--- config.mk ---
export PLATFORM = sky130hd
export DESIGN_NAME = i2c_cmd_seq
export DESIGN_NICKNAME = d
export VERILOG_FILES = /design/src/rtl/i2c_seq_pkg.sv /design/src/rtl/i2c_seq_fifo.sv /design/src/rtl/i2c_seq_fsm.sv /design/src/rtl/i2c_cmd_seq.sv
export SDC_FILE = /design/constraint.sdc
export NUM_CORES = 1
export LEC_CHECK = 0
export BUFFER_PORTS_ARGS = -buffer_cell sky130_fd_sc_hd__buf_4
export CORE_MARGIN = 4
export CORE_UTILIZATION = 25
export CTS_CLUSTER_SIZE = 8
export DETAILED_ROUTE_END_ITERATION = 8
export GPL_ROUTABILITY_DRIVEN = 0
export SLEW_MARGIN = 20
export SYNTH_ARGS = -nofsm -noshare
export SYNTH_HDL_FRONTEND = slang
export SYNTH_SLANG_ARGS = --single-unit
--- constraint.sdc ---
create_clock -name clk_i -period 3.85 [get_ports clk_i]
set_clock_uncertainty 0.1 [all_clocks]
set_input_delay 0.1925 -clock clk_i [delete_from_list [all_inputs] [get_ports clk_i]]
set_output_delay 0.1925 -clock clk_i [all_outputs]
set_load 0.05 [all_outputs]
--- src/rtl/i2c_seq_pkg.sv ---
package i2c_seq_pkg;
  localparam int unsigned DATA_W    = 8;
  localparam int unsigned WORD_W    = DATA_W + 2;
  localparam int unsigned BIT_START = DATA_W;
  localparam int unsigned BIT_STOP  = DATA_W + 1;
  localparam int unsigned Q_DEPTH   = 16;

  typedef enum logic [1:0] {
    CMD_START = 2'd0,
    CMD_WRITE = 2'd1,
    CMD_READ  = 2'd2,
    CMD_STOP  = 2'd3
  } eng_cmd_e;

  typedef enum logic [2:0] {
    ST_IDLE, ST_START, ST_ADDR, ST_CNT, ST_READ, ST_WRITE, ST_STOP
  } seq_state_e;
endpackage

--- src/rtl/i2c_seq_fifo.sv ---
module i2c_seq_fifo #(
  parameter int unsigned WIDTH = 8,
  parameter int unsigned DEPTH = 16
) (
  input  logic             clk_i,
  input  logic             rst_ni,
  input  logic             push_i,
  input  logic [WIDTH-1:0] wdata_i,
  input  logic             pop_i,
  input  logic             flush_i,
  output logic [WIDTH-1:0] rdata_o,
  output logic             full_o,
  output logic             empty_o
);
  localparam int unsigned AW = (DEPTH > 1) ? $clog2(DEPTH) : 1;

  logic [WIDTH-1:0] mem_q [DEPTH];
  logic [AW:0]      wptr_q, rptr_q, used;
  logic             push_ok, pop_ok;

  assign used    = wptr_q - rptr_q;
  assign full_o  = (used == (AW+1)'(DEPTH));
  assign empty_o = (used == '0);
  assign push_ok = push_i && !full_o && !flush_i;
  assign pop_ok  = pop_i && !empty_o && !flush_i;
  assign rdata_o = mem_q[rptr_q[AW-1:0]];

  always_ff @(posedge clk_i or negedge rst_ni) begin
    if (!rst_ni) begin
      wptr_q <= '0;
      rptr_q <= '0;
    end else if (flush_i) begin
      wptr_q <= '0;
      rptr_q <= '0;
    end else begin
      if (push_ok) wptr_q <= wptr_q + 1'b1;
      if (pop_ok)  rptr_q <= rptr_q + 1'b1;
    end
  end

  always_ff @(posedge clk_i) begin
    if (push_ok) mem_q[wptr_q[AW-1:0]] <= wdata_i;
  end
endmodule

--- src/rtl/i2c_seq_fsm.sv ---
module i2c_seq_fsm
  import i2c_seq_pkg::*;
#(
  parameter int unsigned DW = DATA_W
) (
  input  logic          clk_i,
  input  logic          rst_ni,
  input  logic [DW+1:0] tx_word_i,
  input  logic          tx_empty_i,
  output logic          tx_pop_o,
  output logic          tx_flush_o,
  input  logic          rx_full_i,
  output logic          rx_push_o,
  output logic          eng_req_o,
  output logic [1:0]    eng_cmd_o,
  output logic [DW-1:0] eng_wdata_o,
  output logic          eng_nack_o,
  input  logic          eng_done_i,
  input  logic          eng_ack_i,
  input  logic          eng_arb_lost_i,
  output logic          bus_busy_o,
  output logic          tx_err_o,
  output logic          arb_lost_o
);
  seq_state_e    state_q, state_d;
  logic [DW-1:0] byte_q, byte_d, cnt_q, cnt_d;
  logic          stop_q, stop_d, owned_q, owned_d;
  logic          err_q, err_d, arb_q, arb_d;
  logic          w_start, w_stop;
  logic [DW-1:0] w_byte;

  assign w_byte  = tx_word_i[DW-1:0];
  assign w_start = tx_word_i[DW];
  assign w_stop  = tx_word_i[DW+1];

  always_comb begin
    state_d    = state_q;
    byte_d     = byte_q;
    stop_d     = stop_q;
    cnt_d      = cnt_q;
    owned_d    = owned_q;
    err_d      = 1'b0;
    arb_d      = 1'b0;
    tx_pop_o   = 1'b0;
    tx_flush_o = 1'b0;
    rx_push_o  = 1'b0;
    eng_req_o  = 1'b0;
    eng_cmd_o  = CMD_START;
    eng_nack_o = 1'b0;
    unique case (state_q)
      ST_IDLE: if (!tx_empty_i) begin
        tx_pop_o = 1'b1;
        byte_d   = w_byte;
        stop_d   = w_stop;
        if (w_start)      state_d = ST_START;
        else if (owned_q) state_d = ST_WRITE;
      end
      ST_START: begin
        eng_req_o = 1'b1;
        eng_cmd_o = CMD_START;
        if (eng_done_i && !eng_arb_lost_i) begin
          owned_d = 1'b1;
          state_d = ST_ADDR;
        end
      end
      ST_ADDR, ST_WRITE: begin
        eng_req_o = 1'b1;
        eng_cmd_o = CMD_WRITE;
        if (eng_done_i && !eng_arb_lost_i) begin
          if (!eng_ack_i) begin
            tx_flush_o = 1'b1;
            err_d      = 1'b1;
            state_d    = ST_STOP;
          end else if (state_q == ST_ADDR && byte_q[0]) state_d = ST_CNT;
          else if (stop_q)  state_d = ST_STOP;
          else              state_d = ST_IDLE;
        end
      end
      ST_CNT: if (!tx_empty_i) begin
        tx_pop_o = 1'b1;
        cnt_d    = w_byte;
        state_d  = (w_byte == '0) ? ST_STOP : ST_READ;
      end
      ST_READ: begin
        eng_req_o  = !rx_full_i;
        eng_cmd_o  = CMD_READ;
        eng_nack_o = (cnt_q == DW'(1));
        if (eng_done_i && !eng_arb_lost_i) begin
          rx_push_o = 1'b1;
          cnt_d     = cnt_q - 1'b1;
          if (cnt_q == DW'(1)) state_d = ST_STOP;
        end
      end
      ST_STOP: begin
        eng_req_o = 1'b1;
        eng_cmd_o = CMD_STOP;
        if (eng_done_i && !eng_arb_lost_i) begin
          owned_d = 1'b0;
          state_d = ST_IDLE;
        end
      end
      default: state_d = ST_IDLE;
    endcase
    // arbitration loss abandons any command in flight
    if (state_q != ST_IDLE && state_q != ST_CNT && eng_done_i && eng_arb_lost_i) begin
      tx_flush_o = 1'b1;
      rx_push_o  = 1'b0;
      arb_d      = 1'b1;
      err_d      = 1'b0;
      owned_d    = 1'b0;
      state_d    = ST_IDLE;
    end
  end

  assign eng_wdata_o = byte_q;
  assign bus_busy_o  = owned_q;
  assign tx_err_o    = err_q;
  assign arb_lost_o  = arb_q;

  always_ff @(posedge clk_i or negedge rst_ni) begin
    if (!rst_ni) begin
      state_q <= ST_IDLE;
      byte_q  <= '0;
      stop_q  <= 1'b0;
      cnt_q   <= '0;
      owned_q <= 1'b0;
      err_q   <= 1'b0;
      arb_q   <= 1'b0;
    end else begin
      state_q <= state_d;
      byte_q  <= byte_d;
      stop_q  <= stop_d;
      cnt_q   <= cnt_d;
      owned_q <= owned_d;
      err_q   <= err_d;
      arb_q   <= arb_d;
    end
  end
endmodule

--- src/rtl/i2c_cmd_seq.sv ---
module i2c_cmd_seq
  import i2c_seq_pkg::*;
#(
  parameter int unsigned DW    = DATA_W,
  parameter int unsigned DEPTH = Q_DEPTH
) (
  input  logic          clk_i,
  input  logic          rst_ni,
  input  logic          tx_wr_i,
  input  logic [DW+1:0] tx_word_i,
  output logic          tx_full_o,
  output logic          tx_empty_o,
  input  logic          rx_rd_i,
  output logic [DW-1:0] rx_data_o,
  output logic          rx_full_o,
  output logic          rx_empty_o,
  output logic          bus_busy_o,
  output logic          eng_req_o,
  output logic [1:0]    eng_cmd_o,
  output logic [DW-1:0] eng_wdata_o,
  output logic          eng_nack_o,
  input  logic          eng_done_i,
  input  logic          eng_ack_i,
  input  logic          eng_arb_lost_i,
  input  logic [DW-1:0] eng_rdata_i,
  output logic          tx_err_o,
  output logic          arb_lost_o
);
  localparam int unsigned WW = DW + 2;

  logic [WW-1:0] tx_head;
  logic          tx_pop, tx_flush, rx_push;

  i2c_seq_fifo #(.WIDTH(WW), .DEPTH(DEPTH)) u_tx_q (
    .clk_i, .rst_ni,
    .push_i(tx_wr_i), .wdata_i(tx_word_i), .pop_i(tx_pop), .flush_i(tx_flush),
    .rdata_o(tx_head), .full_o(tx_full_o), .empty_o(tx_empty_o)
  );

  i2c_seq_fifo #(.WIDTH(DW), .DEPTH(DEPTH)) u_rx_q (
    .clk_i, .rst_ni,
    .push_i(rx_push), .wdata_i(eng_rdata_i), .pop_i(rx_rd_i), .flush_i(1'b0),
    .rdata_o(rx_data_o), .full_o(rx_full_o), .empty_o(rx_empty_o)
  );

  i2c_seq_fsm #(.DW(DW)) u_fsm (
    .clk_i, .rst_ni,
    .tx_word_i(tx_head), .tx_empty_i(tx_empty_o), .tx_pop_o(tx_pop), .tx_flush_o(tx_flush),
    .rx_full_i(rx_full_o), .rx_push_o(rx_push),
    .eng_req_o, .eng_cmd_o, .eng_wdata_o, .eng_nack_o,
    .eng_done_i, .eng_ack_i, .eng_arb_lost_i,
    .bus_busy_o, .tx_err_o, .arb_lost_o
  );
endmodule

==> results_dict.tcl, run 1 <==
set metrics [dict create \
    status "finished, final reports clean" \
    hold_viol 0 \
    r2r_end "u_tx_q.mem_q[1][4]" \
    setup_viol 0 \
    clk-insertion-delay-late_ns 0.55 \
    grt.total_usage_pct 10.3 \
    n_fill_cell 5276 \
    slew_headroom_pct 51.7 \
    synth_fa_ha_area_share_pct 2.19 \
    leakage_nw 5.68 \
    fp.coreArea_um2 54000 \
    synthFlopType "edfxtp_1" \
    die-area_um2 58600 \
    start_util_pct 25.3 \
    grt_first_pass_wirelength_um 46900 \
    power_density_nw_per_um2 754 \
    combPwrFrac_pct 34.1 \
    wirelength_um 30600 \
    cts_max_level 2 \
    ir_drop_mv 0.436 \
    p_total_mw 12.6 \
    finalNetCount 941 \
    min_period_ns 3.38 \
    synth-simple-area-share_pct 4.79 \
    io_pins 52 \
    setup_ws_ns 0.468 \
    top_layer_used "met5" \
    path_clk_slew_ns 0.05 \
    final_core_util_pct 31.0 \
    final_max_slew_viol_count 0 \
    diodes 0 \
    start_kind "register" \
    hold_start "eng_done_i" \
    numCtsBuffers 47 \
    hold_ws_ns 0.0440 \
    overflow 0 \
    r2r_slack_ns 0.59 \
    routed_via_density 4.45 \
    synth-async-reset-ratio_pct 13.0 \
    cp-end-kind "output port" \
    yosysUniqueCellTypes 51 \
    grt_pass1_vias 7488 \
    stdcell_count 1627 \
    post_cts_resized 0 \
    path_class "reg -> out" \
    switching_share_pct 33.7 \
    synth_edf_count 288 \
    drtAntennaViolNets 0 \
    drt-initial-drc-count 461 \
    fp.dieH_um 242 \
    grt_setup_unrepaired "no" \
    wl_met1_um 13300 \
    antenna_found_initial 1 \
    synth_warnings 0 \
    crit_required_ns 3.56 \
    cp_max_fo 8 \
    fmax_ghz 0.296 \
    wl_met3_um 1890 \
    synth-compound-area-share_pct 4.21 \
    synth_seq_cells 331 \
    syn_avg_cell_area_um2 17.9 \
    p_seq_share_pct 35.9 \
    startpoint "u_tx_q.rptr_q[3]" \
    synthesis.area_um2 13700 \
    cap_violations 0 \
    vias 7243 \
    min_path_type "in -> reg" \
    cts_sinks 331 \
    worst_pin_slew_ns 0.724 \
    die_x_um 242 \
    synth_top_family_by_area "multiplexers" \
    syn_inst 764 \
    r2r-start "u_tx_q.rptr_q[3]" \
    min_period_over_period_pct 87.9 \
    power_switching_mw 4.25 \
    met2_length_um 14800 \
    seqCellArea_um2 9730 \
    dp_hpwl_um 20700 \
    dp_cells 1516 \
    cp.arrival_ns 3.09 \
    drc 0 \
    cp-endpoint "tx_empty_o" \
    clkPwrFrac_pct 29.9 \
    rows 85 \
    cts-root-buf "clkbuf_16" \
    drive_gt1_share_pct 26.7 \
    dp_slack_ns 0.658 \
    r2r_cells 11 \
    muxShareOfSynthArea_pct 14.5 \
    syn_nets 813 \
    final_area_um2 16700 \
    drt-wirelength-per-cell_um 18.8 \
    synthXorXnorAreaFrac_pct 1.32 \
    intPower_mw 8.37 \
    clk_path_buf_depth 3 \
    tritoncts "yes" \
    multiInputGateArea_um2 3730 \
    setup_tns_ns 0 \
    portBuffers 51 \
    placed_area_um2 15100 \
    ys_seq_area_share_pct 71.0 \
    dr.pass1.iters 5 \
    grt_start_max_net_pins 44 \
    syn2layout_area_growth_pct 22.2 \
]
==> worst min path at each step <==
| stage | depth (start not counted) | slack [ns] | to |
|---|---|---|---|
| after floorplan | 0 | -0.20 | u_fsm.arb_lost_o |
| after global placement | 1 | 0.13 | u_tx_q.wptr_q[4] |
| after detailed placement | 1 | 0.14 | u_tx_q.wptr_q[4] |
| after CTS | 4 | 0.008 | u_fsm.bus_busy_o |
| after global routing | 4 | 0.09 | u_fsm.bus_busy_o |
| final | 4 | 0.04 | u_fsm.bus_busy_o |
==> placed cells by master (no fill, tap or decap), types with 16 or more instances in the layout <==
| master | n |
|---|---|
| a21oi_1 | 16 |
| dlygate4sd3_1 | 23 |
| edfxtp_1 | 288 |
| buf_4 | 92 |
| mux4_2 | 82 |
| dfrtp_1 | 40 |
| clkbuf_1 | 37 |
| nand2_1 | 37 |
| clkbuf_16 | 48 |
| o21ai_0 | 24 |
| inv_1 | 23 |
| nor2_1 | 53 |
| ha_1 | 24 |
==> worst max-delay path, cell delays in order, from the launching register on <==
cell      delay [ns]
dfrtp_1         0.47
clkinv_1        0.27
ha_1            0.28
xnor3_1         0.37
or4_4           0.44
a211oi_4        0.41
buf_4           0.29
==> power by group through the flow <==
stage	sequential (mW)	clock, mW	combinational (mW)
floorplan	4.64	0	3.07
global placement	4.59	0	4.28
detailed placement	4.59	0	4.34
CTS	4.53	3.87	4.38
global route	4.57	4.06	4.68
finish	4.53	3.78	4.31
==> synth_stat cells, types with 2 or more instances <==
cell type  number  share of area [%]
edfxtp_1      288                 63
mux4_2         82                 13
nor2_1         53                1.5
dfrtp_1        43                7.9
nand2_1        37                1.0
ha_1           24                2.2
o21ai_0        24               0.88
inv_1          23               0.63
clkbuf_1       19               0.52
a21oi_1        16               0.58
nor3_1         13               0.48
a22oi_1        12               0.66
xnor2_1        12               0.77
mux2_2         11               0.90
nand2b_1        9               0.41
buf_2           8               0.29
nand4_1         7               0.32
o22ai_1         7               0.32
a31oi_1         6               0.27
buf_1           6               0.16
nand3_1         6               0.22
nor2b_1         6               0.27
xor2_1          6               0.38
a211oi_1        5               0.27
nor4_1          4               0.18
a21o_1          3               0.16
and3_1          2              0.091
buf_4           2               0.11
buf_6           2               0.16
clkinv_1        2              0.055
mux2i_1         2               0.15
o21ai_1         2              0.073
o21bai_1        2               0.11
o31ai_1         2               0.11
or3_1           2              0.091
==> what timing repair did <==
action | CTS | global route
endpoints found under the setup margin | 0 | 0
buffers inserted | 0 | 0
hold buffers | 23 | 0
endpoints found under the hold margin | 339 | 0
==> logic make-up (layout without fill, tap and decap cells) <==
logic type | after synthesis | in the layout
flip-flops | 331 | 331
adder cells (fa/ha/maj) | 24 | 24
AND/OR/NAND/NOR | 143 | 143
AO/OA/AOI/OAI | 90 | 90
buffers and inverters | 62 | 229
multiplexers | 95 | 95
XOR/XNOR | 19 | 19
==> layout make-up <==
class                   count  share of cell area [%]
flip-flops and latches    331                    58.1
multi-input cells         371                    22.3
inverters                  25                   0.561
clock inverters             3                   0.194
repair buffers            116                    5.62
clock buffers              85                    8.01
well taps                 696                    5.20
==> state kept, by name, indices dropped and copies added (netlist names) <==
signal             flops
u_fsm.cnt_q            8
u_fsm.bus_busy_o       1
u_fsm.stop_q           1
u_fsm.eng_wdata_o      8
u_rx_q.wptr_q          5
u_tx_q.wptr_q          5
u_fsm.tx_err_o         1
u_tx_q.mem_q         160
u_rx_q.mem_q         128
u_tx_q.rptr_q          5
u_fsm.arb_lost_o       1
u_rx_q.rptr_q          5
u_fsm.state_q          3
==> routing by layer <==
metal	track usage [%]	vias to the layer above
li1	-	3294
met1	13.8	3707
met2	16.8	186
met3	2.71	54
met4	2.66	2
met5	0	-
Power figures use the tool's default switching activity.
==> inputs of run 2 (changes only) <==
--- a/config.mk
+++ b/config.mk
@@ -6,11 +6,13 @@
 export NUM_CORES = 1
 export LEC_CHECK = 0
 export BUFFER_PORTS_ARGS = -buffer_cell sky130_fd_sc_hd__buf_4
+export CORE_ASPECT_RATIO = 0.8
 export CORE_MARGIN = 4
-export CORE_UTILIZATION = 25
+export CORE_UTILIZATION = 41
 export CTS_CLUSTER_SIZE = 8
 export DETAILED_ROUTE_END_ITERATION = 8
 export GPL_ROUTABILITY_DRIVEN = 0
+export PLACE_DENSITY_LB_ADDON = 0.12
 export SLEW_MARGIN = 20
 export SYNTH_ARGS = -nofsm -noshare
 export SYNTH_HDL_FRONTEND = slang
==> run 2 against run 1 <==
  * Register-to-register slack got worse by 0.21 ns
  * Worst hold slack gained 0.027 ns
  * Sequential power hardly changed
  * Largest power group unchanged
==> results_dict.tcl, run 2 (synthesis results as in run 1) <==
set metrics [dict create \
    dp_hpwl_um 20800 \
    path_clk_slew_ns 0.05 \
    dr.pass1.iters 5 \
    rows 59 \
    worst_pin_slew_ns 0.717 \
    crit_path_top_delay_cell "dfrtp_1" \
    dp_cells 1258 \
    grt_pass1_vias 7833 \
    r2r_slack_ns 0.38 \
    cp_top_family "simple AND/OR/NAND/NOR gates" \
    start_kind "register" \
    setup_tns_ns 0 \
    n_fill_cell 2656 \
    final_core_util_pct 50.4 \
    numCtsBuffers 47 \
    setup_ws_ns 0.379 \
    cap_violations 0 \
    vias 7367 \
    cts_hold_buf 23 \
    largest_register_ffs 160 \
    cp_max_fo 8 \
    r2r-start "u_tx_q.rptr_q[3]" \
    die_x_um 212 \
    finalNetCount 952 \
    hold_viol 0 \
    grt_first_pass_wirelength_um 47200 \
    met2_length_um 13600 \
    final_area_um2 16500 \
    hold_start "eng_arb_lost_i" \
    drtAntennaViolNets 0 \
    path_class "reg -> reg" \
    placed_area_um2 14900 \
    fmax_ghz 0.288 \
    layout_commonest_cell "edfxtp_1" \
    syn2layout_area_growth_pct 20.3 \
    cts_sinks 331 \
    ir_drop_mv 0.356 \
    slowest_delay_ns 0.48 \
    multiInputGateArea_um2 3730 \
    portBuffers 51 \
    final_max_slew_viol_count 0 \
    grt.total_usage_pct 17.2 \
    stdcell_count 1359 \
    min_path_type "in -> reg" \
    diodes 0 \
    cts_max_level 2 \
    drt-wirelength-per-cell_um 22.6 \
    grt_setup_unrepaired "no" \
    io_pins 52 \
    wirelength_um 30700 \
    min_period_ns 3.47 \
    clk-insertion-delay-late_ns 0.55 \
    crit_required_ns 4.00 \
    fp.coreArea_um2 32700 \
    min_to "u_fsm.arb_lost_o" \
    start_util_pct 41.9 \
    overflow 0 \
    drt-initial-drc-count 785 \
    antenna_found_initial 0 \
    setup_viol 0 \
    grt_start_max_net_pins 44 \
    post_cts_resized 0 \
    holdPathStages 3 \
    cp.depth 10 \
    status "finished, final reports clean" \
    crit_buf_inv 2 \
    power_density_nw_per_um2 769 \
    seqCellArea_um2 9730 \
    clk_path_buf_depth 3 \
    drc 0 \
    top_layer_used "met4" \
    slew_headroom_pct 52.2 \
    routed_via_density 5.42 \
    hold_ws_ns 0.0715 \
    cts-root-buf "clkbuf_16" \
    dp_slack_ns 0.429 \
    min_period_over_period_pct 90.1 \
    wl_met1_um 14600 \
    cp.arrival_ns 3.62 \
    cts_setup_buffers 0 \
    wl_met3_um 1950 \
    mostFrequentLayoutCells "edfxtp_1, buf_4, mux4_2" \
    cp-end-kind "register" \
    r2r_cells 10 \
    cpMostUsedCell "nor2b_1" \
    drive_gt1_share_pct 27.9 \
    tritoncts "yes" \
    die-area_um2 36400 \
    cp_cell_sequence "clkinv_1 -> ha_1 -> xnor3_1 -> nand4_1 -> a211oi_2 -> nor2b_1 -> nor2b_1 -> nand2_1 -> nor3_2 -> buf_4" \
    leakage_nw 5.74 \
    p_total_mw 12.7 \
    r2r_end "u_tx_q.mem_q[1][9]" \
    fp.dieH_um 171 \
]
run 2: power breakdown:
group | total, mW | internal, mW | switching [mW]
combinational | 4.34 | 1.78 | 2.57
clock | 3.78 | 2.32 | 1.47
sequential | 4.54 | 4.27 | 0.277
total | 12.7 | 8.36 | 4.31
run 2: worst register-to-register path, cell delays in order, from the launching register on:
cell and delay, ns:
dfrtp_1 0.48, clkinv_1 0.31, ha_1 0.30, xnor3_1 0.37, nand4_1 0.12, a211oi_2 0.09, nor2b_1 0.40, nor2b_1 0.28
nand2_1 0.18, nor3_2 0.34, buf_4 0.22
run 2: metal layers:
metal | global-route usage [%] | up-vias
met5 | 0 | -
met1 | 25.7 | 3793
met3 | 4.60 | 53
met2 | 25.3 | 208
li1 | - | 3313
met4 | 4.37 | 0
run 2: area by class of cell:
| type | instances | area share, % |
|---|---|---|
| Clock buffer | 75 | 7.97 |
| Multi-Input combinational cell | 371 | 22.7 |
| Timing Repair Buffer | 127 | 6.14 |
| Clock inverter | 3 | 0.327 |
| Inverter | 25 | 0.570 |
| Sequential cell | 331 | 59.1 |
| Tap cell | 427 | 3.24 |
run 2: how the worst max path moves through the flow:
stage	startpoint	endpoint	slack, ns
final	u_tx_q.rptr_q[3]	u_tx_q.mem_q[1][9]	0.38
after global routing	u_tx_q.rptr_q[3]	u_tx_q.mem_q[1][9]	0.16
after CTS	u_tx_q.rptr_q[3]	tx_empty_o	0.39
after detailed placement	u_tx_q.rptr_q[3]	u_tx_q.mem_q[1][6]	0.43
after global placement	u_tx_q.rptr_q[3]	u_tx_q.mem_q[1][6]	0.47
after floorplan	u_tx_q.rptr_q[1]	u_tx_q.mem_q[10][0]	0.02
==> inputs of run 3 (changes only) <==
--- a/config.mk
+++ b/config.mk
@@ -5,6 +5,7 @@
 export SDC_FILE = /design/constraint.sdc
 export NUM_CORES = 1
 export LEC_CHECK = 0
+export ABC_AREA = 1
 export BUFFER_PORTS_ARGS = -buffer_cell sky130_fd_sc_hd__buf_4
 export CORE_ASPECT_RATIO = 0.8
 export CORE_MARGIN = 4
==> run 3 against run 2 <==
  * Maximum frequency fell by 6.7%
  * Sequential power fell by 0.9%
  * Register-to-register slack got worse by 0.25 ns
  * Area after synthesis rose by 6.0%
  * Total power rose by 7.2%
  * Combinational power rose by 24%
  * First-iteration DRC count rose by 33%
  * Final cell count rose by 40%
  * Synthesized cell count rose by 71%
  * Sequential share of layout area fell by 1.8 points
  * Routed wire length rose by 26%
  * Worst setup slack got worse by 0.25 ns
  * Critical path type unchanged
  * Highest routed layer unchanged
==> results_dict.tcl, run 3 <==
set metrics [dict create \
    r2r_cells 12 \
    synthFlopType "edfxtp_1" \
    fmax_ghz 0.269 \
    min_to "u_fsm.bus_busy_o" \
    cts_max_level 2 \
    grt_first_pass_wirelength_um 59300 \
    grt_start_max_net_pins 65 \
    ir_drop_mv 0.693 \
    post_cts_resized 0 \
    worst_pin_slew_ns 0.999 \
    layout_commonest_cell "edfxtp_1" \
    synth_warnings 0 \
    synth-async-reset-ratio_pct 13.0 \
    cts-root-buf "clkbuf_16" \
    use_met3_pct 3.68 \
    hold_viol 0 \
    path_clk_slew_ns 0.05 \
    top_usage_layer "met1" \
    cap_violations 0 \
    die-area_um2 38500 \
    cts_sinks 331 \
    leakage_nw 6.41 \
    hold_ws_ns 0.0589 \
    grt_pass1_vias 9562 \
    slew_headroom_pct 33.4 \
    antenna_found_initial 0 \
    mostFrequentLayoutCells "edfxtp_1, nand2_1, nor2_1" \
    final_max_slew_viol_count 0 \
    p_seq_share_pct 33.2 \
    clkPwrFrac_pct 27.3 \
    r2r-start "u_fsm.state_q[1]" \
    grt_setup_unrepaired "yes" \
    power_density_nw_per_um2 799 \
    grt.total_usage_pct 20.2 \
    setup_tns_ns 0 \
    vias 10009 \
    io_pins 52 \
    synth_seq_cells 331 \
    final_area_um2 17000 \
    diodes 0 \
    cp_max_fo 15 \
    p_total_mw 13.6 \
    setup_viol 0 \
    numCtsBuffers 47 \
    syn_avg_cell_area_um2 11.1 \
    holdPathStages 6 \
    min_period_over_period_pct 96.6 \
    power_switching_mw 5.47 \
    syn_inst 1307 \
    synth.area.top_cells "edfxtp_1, dfrtp_1, nand2_1" \
    finalNetCount 1454 \
    start_util_pct 41.6 \
    combPwrFrac_pct 39.5 \
    clk-insertion-delay-late_ns 0.54 \
    drc 0 \
    min_path_type "in -> reg" \
    min_period_ns 3.72 \
    tritoncts "yes" \
    overflow 0 \
    fp.dieH_um 176 \
    switching_share_pct 40.3 \
    intPower_mw 8.11 \
    synth_largest_area_cell "edfxtp_1" \
    grt_use_met2_pct 27.0 \
    dr.pass1.iters 5 \
    syn_nets 1356 \
    r2r_end "u_tx_q.mem_q[8][4]" \
    hold_start "eng_done_i" \
    synth_edf_count 288 \
    routed_via_density 5.28 \
    start_kind "register" \
    drt-wirelength-per-cell_um 20.4 \
    wirelength_um 38700 \
    dp_hpwl_um 24600 \
    die_x_um 218 \
    fp.coreArea_um2 34900 \
    cp.arrival_ns 3.79 \
    path_class "reg -> reg" \
    synth_top_area_share_pct 59.6 \
    grtUsageMet1_pct 33.8 \
    synth_commonest_cells "edfxtp_1, nand2_1, nor2_1" \
    rows 61 \
    ys_seq_area_share_pct 67.0 \
    largest_register_ffs 160 \
    synthesis.area_um2 14500 \
    drtAntennaViolNets 0 \
    yosysUniqueCellTypes 49 \
    crit_required_ns 3.92 \
    placed_area_um2 15500 \
    final_core_util_pct 48.7 \
    synth.most_common_cell "edfxtp_1" \
    cp-end-kind "register" \
    r2r_slack_ns 0.13 \
    status "finished, final reports clean" \
    drt-initial-drc-count 1044 \
    drive_gt1_share_pct 12.6 \
    syn2layout_area_growth_pct 17.1 \
    clk_path_buf_depth 3 \
    portBuffers 51 \
]
## run 3: logic make-up (layout without fill, tap and decap cells)
family	after synthesis	in the layout	share of synthesized area, %
mux	3	3	0.233
flops	331	331	67.0
simple gates	529	529	15.2
xor+xnor	15	15	0.905
fa+ha+maj	24	24	2.07
compound gates	241	241	9.58
buf+inv	164	281	5.00
## run 3: how the worst max path moves through the flow
stage                                 from                   to  slack [ns]  cells past startpoint
after floorplan           u_tx_q.rptr_q[2]   u_tx_q.mem_q[7][0]        0.44                     12
after global placement    u_tx_q.rptr_q[2]  u_tx_q.mem_q[10][8]        0.76                     11
after detailed placement  u_tx_q.rptr_q[3]   u_tx_q.mem_q[8][8]        0.69                      9
after CTS                 u_fsm.state_q[1]   u_tx_q.mem_q[8][4]        0.14                     12
after global routing      u_fsm.state_q[0]   u_tx_q.mem_q[8][8]       -0.09                     12
final                     u_fsm.state_q[1]   u_tx_q.mem_q[8][4]        0.13                     12
## run 3: area by class of cell
| class | count | area, um^2 |
|---|---|---|
| clock inverters | 1 | 6.26 |
| repair buffers | 111 | 906 |
| clock buffers | 67 | 1290 |
| well taps | 472 | 591 |
| fillers | 3238 | 17900 |
| flip-flops and latches | 331 | 9730 |
| multi-input cells | 812 | 4090 |
| inverters | 102 | 384 |
## run 3: power groups by stage
stage	registers, mW	clock network (mW)	logic (mW)
after detailed placement	4.56	0	5.32
final	4.50	3.71	5.36
after floorplan	4.65	0	3.58
after CTS	4.50	3.80	5.37
after global placement	4.56	0	5.33
after global routing	4.54	3.96	5.94
## run 3: critical path, stage by stage, from the launching register on
cell	delay, ns
dfrtp_1	0.44
inv_1	0.12
ha_1	0.21
nand2_1	0.14
o21ai_4	0.11
nor2_2	0.07
nand2_4	0.08
dlygate4sd3_1	0.56
inv_2	0.04
or2_4	0.28
clkinv_2	0.16
nand3_4	0.27
nor2_1	0.75
## run 3: through the flow
step / worst slack (ns) / cells
finish: 0.131 / 1896
global route: -0.0914 / 1896
CTS: 0.143 / 1896
detailed placement: 0.694 / 1804
global placement: 0.758 / 1804
floorplan: 0.445 / 1307
## run 3: what timing repair did
item                       4_1_cts  5_1_grt
setup endpoints to repair        0       20
hold buffers                    24        0
hold endpoints to repair       343        0
buffers inserted                 0        0
## run 3: layer usage
layer | part of all wire, % | vias up | wire [um]
met5 | 0 | - | 0
met4 | 1.3 | 0 | 509
met3 | 7.4 | 42 | 2850
met2 | 40 | 352 | 15600
met1 | 51 | 4871 | 19700
li1 | - | 4744 | -
